===== config.mk =====
export PLATFORM = sky130hd
export DESIGN_NAME = sio_fifo_pair
export DESIGN_NICKNAME = d
export VERILOG_FILES = /design/src/rtl/sio_fifo_pkg.sv /design/src/rtl/sio_byte_fifo.sv /design/src/rtl/sio_rx_watch.sv /design/src/rtl/sio_dma_ready.sv /design/src/rtl/sio_fifo_pair.sv
export SDC_FILE = /design/constraint.sdc
export NUM_CORES = 1
export LEC_CHECK = 0
export ABC_AREA = 0
export BUFFER_PORTS_ARGS = -buffer_cell sky130_fd_sc_hd__clkbuf_2
export CAP_MARGIN = 40
export CORE_MARGIN = 1.5
export CORE_UTILIZATION = 35
export DETAILED_ROUTE_END_ITERATION = 8
export GPL_TIMING_DRIVEN = 1
export SLEW_MARGIN = 40
export SYNTH_ARGS = -nofsm -noshare
export SYNTH_HDL_FRONTEND = slang
export SYNTH_HIERARCHICAL = 1
export SYNTH_SLANG_ARGS = --single-unit

===== constraint.sdc =====
create_clock -name clk -period 8.09 [get_ports clk]
set_input_delay 0.4045 -clock clk [delete_from_list [all_inputs] [get_ports clk]]
set_output_delay 0.4045 -clock clk [all_outputs]
set_load 0.01 [all_outputs]

===== src/rtl/sio_fifo_pkg.sv =====
package sio_fifo_pkg;

  typedef struct packed {
    logic [1:0] trig;
    logic       burst;
    logic       en;
  } fifo_cfg_t;

  // threshold in bytes for the two-bit receive threshold code
  function automatic int unsigned trig_bytes(input logic [1:0] code);
    case (code)
      2'd0:    return 1;
      2'd1:    return 4;
      2'd2:    return 8;
      default: return 14;
    endcase
  endfunction

endpackage


===== src/rtl/sio_byte_fifo.sv =====
module sio_byte_fifo #(
  parameter int DEPTH = 16,
  parameter int DW    = 8,
  localparam int AW   = $clog2(DEPTH),
  localparam int LW   = $clog2(DEPTH + 1)
) (
  input  logic          clk,
  input  logic          rst,
  input  logic          flush,
  input  logic          single,
  input  logic          push,
  input  logic [DW-1:0] din,
  input  logic          pop,
  output logic [DW-1:0] dout,
  output logic [LW-1:0] level,
  output logic          drop
);
  logic [DW-1:0] mem [DEPTH];
  logic [AW-1:0] wr_ptr, rd_ptr;
  logic          at_cap, do_push, do_pop;

  always_comb begin
    at_cap  = single ? (level != '0) : (level == LW'(DEPTH));
    do_push = push && !at_cap && !flush;
    do_pop  = pop && (level != '0) && !flush;
    drop    = push && at_cap && !flush;
  end

  // storage without reset so a RAM can be inferred
  always_ff @(posedge clk) begin
    if (do_push) mem[wr_ptr] <= din;
  end

  always_ff @(posedge clk) begin
    if (rst || flush) begin
      wr_ptr <= '0;
      rd_ptr <= '0;
      level  <= '0;
    end else begin
      if (do_push) wr_ptr <= wr_ptr + AW'(1);
      if (do_pop)  rd_ptr <= rd_ptr + AW'(1);
      case ({do_push, do_pop})
        2'b10:   level <= level + LW'(1);
        2'b01:   level <= level - LW'(1);
        default: level <= level;
      endcase
    end
  end

  assign dout = mem[rd_ptr];

endmodule


===== src/rtl/sio_rx_watch.sv =====
module sio_rx_watch #(
  parameter int LIMIT = 40,
  localparam int CW   = $clog2(LIMIT + 1)
) (
  input  logic clk,
  input  logic rst,
  input  logic en,
  input  logic nonempty,
  input  logic activity,
  input  logic bit_tick,
  output logic timeout
);
  logic [CW-1:0] cnt;

  always_ff @(posedge clk) begin
    if (rst || !en || !nonempty || activity) begin
      cnt     <= '0;
      timeout <= 1'b0;
    end else if (bit_tick) begin
      if (cnt != CW'(LIMIT)) cnt <= cnt + CW'(1);
      if (cnt == CW'(LIMIT - 1)) timeout <= 1'b1;
    end
  end

endmodule


===== src/rtl/sio_dma_ready.sv =====
module sio_dma_ready
  import sio_fifo_pkg::*;
#(
  parameter int DEPTH = 16,
  localparam int LW   = $clog2(DEPTH + 1)
) (
  input  logic          clk,
  input  logic          rst,
  input  fifo_cfg_t     cfg,
  input  logic [LW-1:0] rx_level,
  input  logic [LW-1:0] tx_level,
  input  logic          rx_timeout,
  output logic          rx_ready_n,
  output logic          tx_ready_n,
  output logic          rx_trig
);
  logic burst_on, trig_hit, rx_n_nxt, tx_n_nxt;

  always_comb begin
    burst_on = cfg.en && cfg.burst;
    trig_hit = cfg.en && (int'(rx_level) >= int'(trig_bytes(cfg.trig)));

    rx_n_nxt = rx_ready_n;
    if (rx_level == '0)            rx_n_nxt = 1'b1;
    else if (!burst_on)            rx_n_nxt = 1'b0;
    else if (trig_hit || rx_timeout) rx_n_nxt = 1'b0;

    tx_n_nxt = tx_ready_n;
    if (tx_level == '0)                 tx_n_nxt = 1'b0;
    else if (!burst_on)                 tx_n_nxt = 1'b1;
    else if (tx_level == LW'(DEPTH))    tx_n_nxt = 1'b1;
  end

  always_ff @(posedge clk) begin
    if (rst) begin
      rx_ready_n <= 1'b1;
      tx_ready_n <= 1'b0;
      rx_trig    <= 1'b0;
    end else begin
      rx_ready_n <= rx_n_nxt;
      tx_ready_n <= tx_n_nxt;
      rx_trig    <= trig_hit;
    end
  end

endmodule


===== src/rtl/sio_fifo_pair.sv =====
module sio_fifo_pair
  import sio_fifo_pkg::*;
#(
  parameter int DEPTH         = 16,
  parameter int DW            = 8,
  parameter int TIMEOUT_TICKS = 40,
  localparam int LW           = $clog2(DEPTH + 1)
) (
  input  logic          clk,
  input  logic          rst,
  input  logic          cfg_wr,
  input  logic [7:0]    cfg_data,
  input  logic          shf_rx_push,
  input  logic [DW-1:0] shf_rx_data,
  input  logic          host_rx_pop,
  output logic [DW-1:0] host_rx_data,
  input  logic          host_tx_push,
  input  logic [DW-1:0] host_tx_data,
  input  logic          shf_tx_pop,
  output logic [DW-1:0] shf_tx_data,
  input  logic          bit_tick,
  output logic [LW-1:0] rx_level,
  output logic [LW-1:0] tx_level,
  output logic          rx_ready_n,
  output logic          tx_ready_n,
  output logic          rx_trig,
  output logic          rx_timeout,
  output logic          rx_overrun
);
  fifo_cfg_t cfg;
  logic      en_change, rx_flush, tx_flush, rx_drop, tx_drop;

  always_comb begin
    en_change = cfg_wr && (cfg_data[0] != cfg.en);
    rx_flush  = en_change || (cfg_wr && cfg_data[1]);
    tx_flush  = en_change || (cfg_wr && cfg_data[2]);
  end

  always_ff @(posedge clk) begin
    if (rst) begin
      cfg <= '0;
    end else if (cfg_wr) begin
      cfg.en    <= cfg_data[0];
      cfg.burst <= cfg_data[3];
      cfg.trig  <= cfg_data[7:6];
    end
  end

  always_ff @(posedge clk) begin
    if (rst || rx_flush) rx_overrun <= 1'b0;
    else if (rx_drop)    rx_overrun <= 1'b1;
  end

  sio_byte_fifo #(.DEPTH(DEPTH), .DW(DW)) u_rxq (
    .clk(clk), .rst(rst), .flush(rx_flush), .single(!cfg.en),
    .push(shf_rx_push), .din(shf_rx_data), .pop(host_rx_pop),
    .dout(host_rx_data), .level(rx_level), .drop(rx_drop)
  );

  sio_byte_fifo #(.DEPTH(DEPTH), .DW(DW)) u_txq (
    .clk(clk), .rst(rst), .flush(tx_flush), .single(!cfg.en),
    .push(host_tx_push), .din(host_tx_data), .pop(shf_tx_pop),
    .dout(shf_tx_data), .level(tx_level), .drop(tx_drop)
  );

  sio_rx_watch #(.LIMIT(TIMEOUT_TICKS)) u_watch (
    .clk(clk), .rst(rst), .en(cfg.en), .nonempty(rx_level != '0),
    .activity(shf_rx_push || host_rx_pop || rx_flush),
    .bit_tick(bit_tick), .timeout(rx_timeout)
  );

  sio_dma_ready #(.DEPTH(DEPTH)) u_ready (
    .clk(clk), .rst(rst), .cfg(cfg), .rx_level(rx_level),
    .tx_level(tx_level), .rx_timeout(rx_timeout),
    .rx_ready_n(rx_ready_n), .tx_ready_n(tx_ready_n), .rx_trig(rx_trig)
  );

  // a transmit push into a full queue is silently dropped
  logic unused_tx_drop;
  assign unused_tx_drop = tx_drop;

endmodule


# After elaboration in Yosys (flattened, before gate mapping)
# Memories as Yosys holds them, arrays and structs flattened. A register that Yosys moved wholly into a read port is not among the register bits.
# Cells that the tools add are included.
dict set report totals {
  ff_bits 41
  word_cells 99
  mem_bits_rw 256
  output_inout_bits 31
  input_bits 32
  memories 2
}
# name depth word_bits read_ports rd_ports_with_merged_regs write_ports line_no
set mem_list {}
lappend mem_list {u_rxq.mem 16 8 1 1 1 sio_byte_fifo.sv:18} ;# logic [DW-1:0] mem [DEPTH];
lappend mem_list {u_txq.mem 16 8 1 1 1 sio_byte_fifo.sv:18}
dict set report classes {
  n_lt_le_gt_ge 1
  mux 17
  reduce_logical 42
  add_sub_neg 9
  n_eq_ne 13
}
# op count
set ops {}
lappend ops {{5-bit one-hot mux with 2 select lines} 2}
lappend ops {{4-bit by 1-bit adder with 4-bit output, second input constant} 4}
lappend ops {{4-bit 2-to-1 mux} 4}
lappend ops {{1-bit logical AND} 15}
lappend ops {{4-bit one-hot mux with 3 select lines} 1}
lappend ops {{5-bit by 1-bit adder with 5-bit output, second input constant} 2}
lappend ops {{5-bit == test, second input constant} 2}
lappend ops {{5-bit logical NOT} 2}
lappend ops {{1-bit logical OR} 10}
lappend ops {{1-bit 2-to-1 mux} 10}
lappend ops {{5-bit nonzero test} 2}
lappend ops {{5-bit by 1-bit subtractor with 5-bit output, second input constant} 2}
lappend ops {{6-bit by 1-bit adder with 6-bit output, second input constant} 1}
lappend ops {{2-bit by 1-bit == test with 1-bit output, second input constant} 3}
lappend ops {{2-bit == test, second input constant} 3}
lappend ops {{6-bit == test, second input constant} 1}
lappend ops {{1-bit logical NOT} 6}
lappend ops {{6-bit inequality test, second input constant} 1}
lappend ops {{5-bit by 4-bit greater-or-equal comparator with 1-bit output} 1}
lappend ops {{2-bit inequality test, second input constant} 2}
lappend ops {{2-bit AND reduction} 2}
lappend ops {{2-bit nonzero test} 2}
lappend ops {{2-bit OR reduction} 2}
lappend ops {{2-bit logical NOT} 1}
lappend ops {{1-bit inequality test} 1}

# Longest topological paths before layout
# Gate-level depths: netlist of run 1.
dict set report depth {
  ltp_word 7
  mapped_depth 14
  mapped_depth_nobuf 13
}

# Cells and area by module
# The synthesis of run 1 kept the hierarchy.
# mod n_inst area_per_inst_um2 cells_per_inst seq_area_each_um2
set modules_own_cells {}
lappend modules_own_cells {sio_byte_fifo 2 5856.9 311 4184.0}
lappend modules_own_cells {sio_rx_watch 1 355.3 39 140.1}
lappend modules_own_cells {sio_fifo_pair 1 242.7 25 100.1}
lappend modules_own_cells {sio_dma_ready 1 227.7 26 60.1}

# Least setup slack after synthesis of run 1
# No wires, ideal clock.
dict set report synth_timing {
  path_type {in2reg}
  from {input port cfg_data[0]}
  to {register u_rxq.level[4]}
  t_required_ns 7.962
  path_slack_ns 5.031
  arrival_ns 2.931
  stages 14
  setup_time_ns 0.128
  n_path_buf 1
  path_cell_list {xor2_2 o21a_1 nand2b_1 a211oi_4 inv_1 ha_1 clkbuf_1 xor2_1 ha_1 nand2_1 nor2_1 a2111oi_0 o31a_1 nor3_1}
}
dict set report synth_via {
  elab_chain_cells 7
  word_cells_on_any_way 11
  classes_between {eq/ne: 3; mux: 1; reduce/logical: 7}
}
# item line_no
set synth_lines {}
lappend synth_lines {{start, declared} sio_fifo_pair.sv:12} ;# input logic [7:0] cfg_data,
lappend synth_lines {{1-bit inequality test *} sio_fifo_pair.sv:34} ;# en_change = cfg_wr && (cfg_data[0] != cfg.en);
lappend synth_lines {{1-bit logical AND *} sio_fifo_pair.sv:34}
lappend synth_lines {{1-bit logical OR *} sio_fifo_pair.sv:35} ;# rx_flush = en_change || (cfg_wr && cfg_data[1]);
lappend synth_lines {{via rx_flush} sio_fifo_pair.sv:31} ;# logic en_change, rx_flush, tx_flush, rx_drop, tx_drop;
lappend synth_lines {{1-bit logical NOT} {sio_byte_fifo.sv:24, sio_byte_fifo.sv:25}}
lappend synth_lines {{1-bit logical AND, on equally long branches} {sio_byte_fifo.sv:25, sio_byte_fifo.sv:24}}
lappend synth_lines {{2-bit by 1-bit == test with 1-bit output or 2-bit == test (tied branches)} sio_byte_fifo.sv:42} ;# case ({do_push, do_pop})
lappend synth_lines {{5-bit one-hot mux with 2 select lines or 2-bit nonzero test (tied branches)} -}
lappend synth_lines {{end signal, assigned} sio_byte_fifo.sv:43} ;# 2'b10: level <= level + LW'(1);
lappend synth_lines {{end signal, assigned} sio_byte_fifo.sv:44} ;# 2'b01: level <= level - LW'(1);
lappend synth_lines {{end signal, assigned} sio_byte_fifo.sv:45} ;# default: level <= level;
lappend synth_lines {{end, declared} sio_byte_fifo.sv:15} ;# output logic [LW-1:0] level,
# The timed path passes the listed nets; every way through them passes the cells marked *.
# A chain may end at the register's enable or synchronous reset.

# Worst setup path after layout of run 1
dict set report layout_timing {
  from {register, netlist name cfg[0]}
  to {register u_txq.level[4]}
}
dict set report layout_via {
  elab_chain_cells 7
  word_cells_on_any_way 14
  classes_between {eq/ne: 3; mux: 2; reduce/logical: 9}
}
# item line_no
set layout_lines {}
lappend layout_lines {{1-bit inequality test *} sio_fifo_pair.sv:34}
lappend layout_lines {{1-bit logical AND *} sio_fifo_pair.sv:34}
lappend layout_lines {{1-bit logical OR *} sio_fifo_pair.sv:36} ;# tx_flush = en_change || (cfg_wr && cfg_data[2]);
lappend layout_lines {{via tx_flush} sio_fifo_pair.sv:31}
lappend layout_lines {{1-bit logical NOT} {sio_byte_fifo.sv:24, sio_byte_fifo.sv:25}}
lappend layout_lines {{1-bit logical AND, on equally long branches} {sio_byte_fifo.sv:25, sio_byte_fifo.sv:24}}
lappend layout_lines {{2-bit by 1-bit == test with 1-bit output or 2-bit == test (tied branches)} sio_byte_fifo.sv:42}
lappend layout_lines {{5-bit one-hot mux with 2 select lines or 2-bit nonzero test (tied branches)} -}
lappend layout_lines {{end signal, assigned} sio_byte_fifo.sv:43}
lappend layout_lines {{end signal, assigned} sio_byte_fifo.sv:44}
lappend layout_lines {{end signal, assigned} sio_byte_fifo.sv:45}
lappend layout_lines {{end, declared} sio_byte_fifo.sv:15}
# Marked as above.

==> out/metrics.yaml, run 1 <==
status: "complete, no violations"
grt_pass1_wl_mm: 37.9
worstSetupPathType: "reg2reg"
cts.repair.resized: 0
routed_wl_mm: 24.9
rows: 69
layout.nets: 838
io-pin-count: 63
cpLargestDelayFamily: "compound AO/OA/AOI/OAI gates"
multi_input_area_um2: 3690
final_antenna_net_count: 0
start_util: 0.354
setup_slack_ns: 4.65
tightest_slew_ns: 0.806
setup-tns-final_ns: 0
via_count: 6429
cts_root_buffer: "clkbuf_16"
max-cap-violations: 0
drtIter0Drc: 453
critPathBufInv: 1
dp_hpwl_mm: 14.9
syn_to_final_growth_pct: 15.6
wire_per_inst_um: 19.6
yosysWarnings: 6
rsz0062_at_grt: "no"
p_leak_uw: 0.00467
cts_setup_buffers: 0
die_h_um: 192
final_area_um2: 14500
critPathSlowestCell: "a2111oi_0"
cpMostUsedCell: "ha_1"
drc: 0
grt_pass1_vias: 6527
clkTransAtPathRegs_ns: 0.06
min_path_type: "in2reg"
cp-start-kind: "flip-flop"
max_slew_margin: 0.460
cts_max_level: 1
critPathArrivalTime_ns: 3.87
hold_violations: 0
netlist_instances: 710
place_area_um2: 13400
fin_total_pwr_uw: 3410
required_ns: 8.52
setup.worst_path.end_class: "flip-flop"
timing.fmax_ghz: 0.291
fp.dieArea_um2: 36900
syn_nets: 764
gp_congestion: 0.778
port_buffers: 60
setup_viol: 0
synth.avg_cell_area_um2: 17.6
pre_cts_ws_ns: 4.63
antenna_found_initial: 0
clk_path_buf_depth: 3
cts-hold-fix-buffers: 0
core-area_um2: 35400
netlist_area_um2: 12500
fin_crit_sh: 0.425
cts_buffers: 31
vdd_drop_max_mv: 0.147
regArea_um2: 8670
slowest_delay_ns: 0.61
skew_ns: 0.00640
viasPerCell: 5.06
drt_pre_antenna_iters: 5
fin_crit_ns: 3.44
die_w_um: 192
path_cells: "xor2_2 -> o21a_1 -> nand2b_1 -> a211oi_4 -> inv_1 -> ha_1 -> xor2_1 -> ha_1 -> nand2_1 -> nor2_1 -> a2111oi_0 -> o31a_1 -> nor3_1"
grt_use_total: 0.137
overflow: 0
drive_gt1_frac: 0.308
fin_util: 0.409
insertion_delay_ns: 0.56
path_max_fanout: 9
clkSinkCount: 305
grt_start_max_net_pins: 33
antenna_cells: 0
num-fill-cells: 3191
drv_slew: 0
cts_tree: "done"
powerDensity_nw_per_um2: 236
registers in the layout, indices dropped and copies added (netlist names), named ones only:
| name | count |
|---|---|
| u_rxq/mem | 128 |
| u_txq/mem | 128 |
| u_watch/cnt | 6 |
| u_rxq/level | 5 |
| u_txq/level | 5 |
| cfg | 4 |
| u_rxq/rd_ptr | 4 |
| u_rxq/wr_ptr | 4 |
| u_txq/rd_ptr | 4 |
| u_txq/wr_ptr | 4 |
| rx_overrun | 1 |
| u_ready/rx_ready_n | 1 |
| u_ready/rx_trig | 1 |
| u_ready/tx_ready_n | 1 |
| u_watch/timeout | 1 |
per-layer routing:
| metal | vias to the layer above | GRT usage | routed length [µm] |
|---|---|---|---|
| li1 | 2955 | - | - |
| met2 | 155 | 0.203 | 11000 |
| met1 | 3276 | 0.204 | 11900 |
| met3 | 43 | 0.0234 | 1310 |
| met5 | - | 0 | 0 |
| met4 | 0 | 0.0456 | 622 |
final timing paths:
path               startpoint  slack (ns)        endpoint  cells past startpoint
setup / recovery       cfg[0]        4.65  u_txq/level[4]                     13
hold / removal    cfg_data[3]        0.07          cfg[1]                      3
setup reg to reg       cfg[0]        4.65  u_txq/level[4]                     13
hold reg to reg        cfg[1]        0.49          cfg[1]                      2
layout by cell type (no fill, tap or decap), types with 3 or more instances in the layout:
cell and count:
nand2_1 38, ha_1 22, a21oi_1 15, nor4_1 8, clkbuf_16 31, o21a_1 3
edfxtp_1 256, o31a_1 4, clkbuf_2 60, clkinvlp_4 3, mux2i_1 8, buf_4 16
clkinv_2 7, clkinv_1 6, mux4_2 80, nand4_1 5, nor3_1 21, nand2b_1 14
a211oi_1 4, nand3_1 6, nor2_1 41, nor2_2 20, dfxtp_1 47, xor2_1 19
bufinv_16 6, inv_1 17
power by group:
| part | switching [µW] | leakage (µW) | internal [µW] |
|---|---|---|---|
| clock network | 597 | 0.000520 | 893 |
| logic | 108 | 0.00145 | 83.8 |
| registers | 13.3 | 0.00270 | 1720 |
worst min-delay path, cell delays in order:
cell      delay (ns)
clkbuf_2        0.07
mux2i_1         0.05
nor2_1          0.07
final cells by class:
type                       count  area share
sequential                   305       0.598
multi-input combinational    353       0.254
clock buffer                  33      0.0541
tap                          461      0.0398
timing repair buffer          76      0.0290
clock inverter                25      0.0198
inverter                      17     0.00440
metrics by stage:
step | hold WS (ns) | cells
CTS | 0.0504 | 1270
finish | 0.0741 | 1270
global placement | 0.475 | 1212
global route | 0.0574 | 1270
detailed placement | 0.481 | 1212
floorplan | 0.459 | 710
No activity file was read; power rests on OpenSTA's default activity.
==> run 2, diff against run 1 <==
==> constraint.sdc (replaced) <==
create_clock -name clk -period 3 [get_ports clk]
set_input_delay 0.15 -clock clk [delete_from_list [all_inputs] [get_ports clk]]
set_output_delay 0.15 -clock clk [all_outputs]
set_load 0.01 [all_outputs]
==> out/metrics.yaml, run 2 (same netlist as run 1, synthesis figures left out) <==
layout.nets: 902
tightest_slew_ns: 0.709
p_int_uw: 7190
required_ns: 3.42
core-area_um2: 35400
cp-start-kind: "flip-flop"
rows: 69
wire_per_inst_um: 17.8
final_antenna_net_count: 0
p_leak_uw: 0.00499
setup-tns-final_ns: 0
pwr-share-comb: 0.064
cts_buffers: 31
min_path_type: "in2reg"
start_util: 0.354
gp_congestion: 0.738
via_count: 6626
fin_util: 0.422
cts_max_level: 1
critPathArrivalTime_ns: 3.18
cts_setup_buffers: 0
layout_common_cells: "edfxtp_1 (256), mux4_2 (80), buf_4 (62), nor2_1 (61), clkbuf_2 (60)"
grt_use_total: 0.132
routed_wl_mm: 23.7
clkTransAtPathRegs_ns: 0.06
drv_slew: 0
clock_power_share: 0.420
overflow: 0
final_area_um2: 14900
rsz0062_at_grt: "no"
drc: 0
powerDensity_nw_per_um2: 604
grt_pass1_vias: 6836
fp.dieArea_um2: 36900
swShare: 0.204
grt_start_max_net_pins: 33
grt_pass1_wl_mm: 38.0
antenna_found_initial: 0
place_area_um2: 13800
final_common_cell: "edfxtp_1"
port_buffers: 60
cts_root_buffer: "clkbuf_16"
hold_violations: 0
fin_crit_sh: 0.921
power.switching_uw: 1840
drtIter0Drc: 449
sequentialPowerShare: 0.516
viasPerCell: 4.97
path_max_fanout: 4
status: "complete, no violations"
fin_total_pwr_uw: 9030
worstSetupPathType: "reg2reg"
clkSinkCount: 305
io-pin-count: 63
die_h_um: 192
max-cap-violations: 0
insertion_delay_ns: 0.55
dp_hpwl_mm: 15.8
fin_crit_ns: 2.76
setup.worst_path.end_class: "flip-flop"
cts_tree: "done"
max_slew_margin: 0.526
die_w_um: 192
largestRegisters: "u_rxq/mem (128), u_txq/mem (128), u_watch/cnt (6)"
drive_gt1_frac: 0.314
skew_ns: 0.00900
drt_pre_antenna_iters: 6
vdd_drop_max_mv: 0.414
timing.fmax_ghz: 0.362
syn_to_final_growth_pct: 19.2
clk_path_buf_depth: 3
antenna_cells: 0
holdWs_ns: 0.0186
setup_viol: 0
-- run 2: cell types whose count changed in the layout (fill, tap and decap cells not counted), moves of 3 or more --
cell	previous run	this run
buf_4	16	62
clkinv_2	7	4
bufinv_16	6	3
nor2_2	20	0
clkbuf_8	0	5
dlygate4sd3_1	0	16
clkinv_1	6	1
nor2_1	41	61
clkbuf_1	2	11
-- run 2: path summary, 6_finish.rpt --
| check | from | to | slack (ns) | cells after the start |
|---|---|---|---|---|
| setup / recovery | cfg[0] | u_rxq/level[4] | 0.24 | 13 |
| hold / removal | shf_rx_data[6] | u_rxq/mem[6][6] | 0.02 | 1 |
| setup reg to reg | cfg[0] | u_rxq/level[4] | 0.24 | 13 |
| hold reg to reg | u_watch/cnt[5] | u_watch/cnt[5] | 0.50 | 2 |
-- run 2: per-layer routing --
metal	wire length, µm	part of all wire	up-vias	global-route usage
met1	11100	0.47	3399	0.190
met5	0	0	-	0
met4	331	0.014	0	0.0346
li1	-	-	3083	-
met3	980	0.041	22	0.0217
met2	11300	0.48	122	0.210
-- run 2: per-stage QoR --
stage                     cells  worst slack [ns]
after floorplan             710          -0.00837
after global placement     1260             0.214
after detailed placement   1260             0.163
after CTS                  1333             0.155
after global routing       1333            0.0296
final                      1333             0.236
-- run 2: area by class of cell --
type / count / area (µm²)
multi-input combinational: 353 / 3650
tap: 461 / 577
timing repair buffer: 140 / 966
clock inverter: 10 / 130
inverter: 17 / 63.8
sequential: 305 / 8670
clock buffer: 47 / 886
fill: 3139 / 20500
-- run 2: timing repair --
item	in CTS	in global routing
endpoints found under the setup margin	0	2
hold endpoints to repair	37	0
hold buffers	16	0
resized for setup	0	2
-- run 2: worst max-delay path, cell delays in order, from the launching register on --
cell	delay (ns)
dfxtp_1	0.33
xor2_2	0.20
o21a_1	0.19
nand2b_1	0.19
a211oi_4	0.21
inv_1	0.12
ha_1	0.27
xor2_1	0.16
ha_1	0.24
nand2_1	0.08
nor2_1	0.05
a2111oi_2	0.40
o31a_1	0.17
nor3_1	0.04
-- run 2: power by group through the flow --
stage	clock (µW)	combinational, µW	sequential, µW
global placement	0	566	4750
global route	4040	646	4660
CTS	3900	590	4660
finish	3790	581	4660
detailed placement	0	573	4750
floorplan	0	349	4750
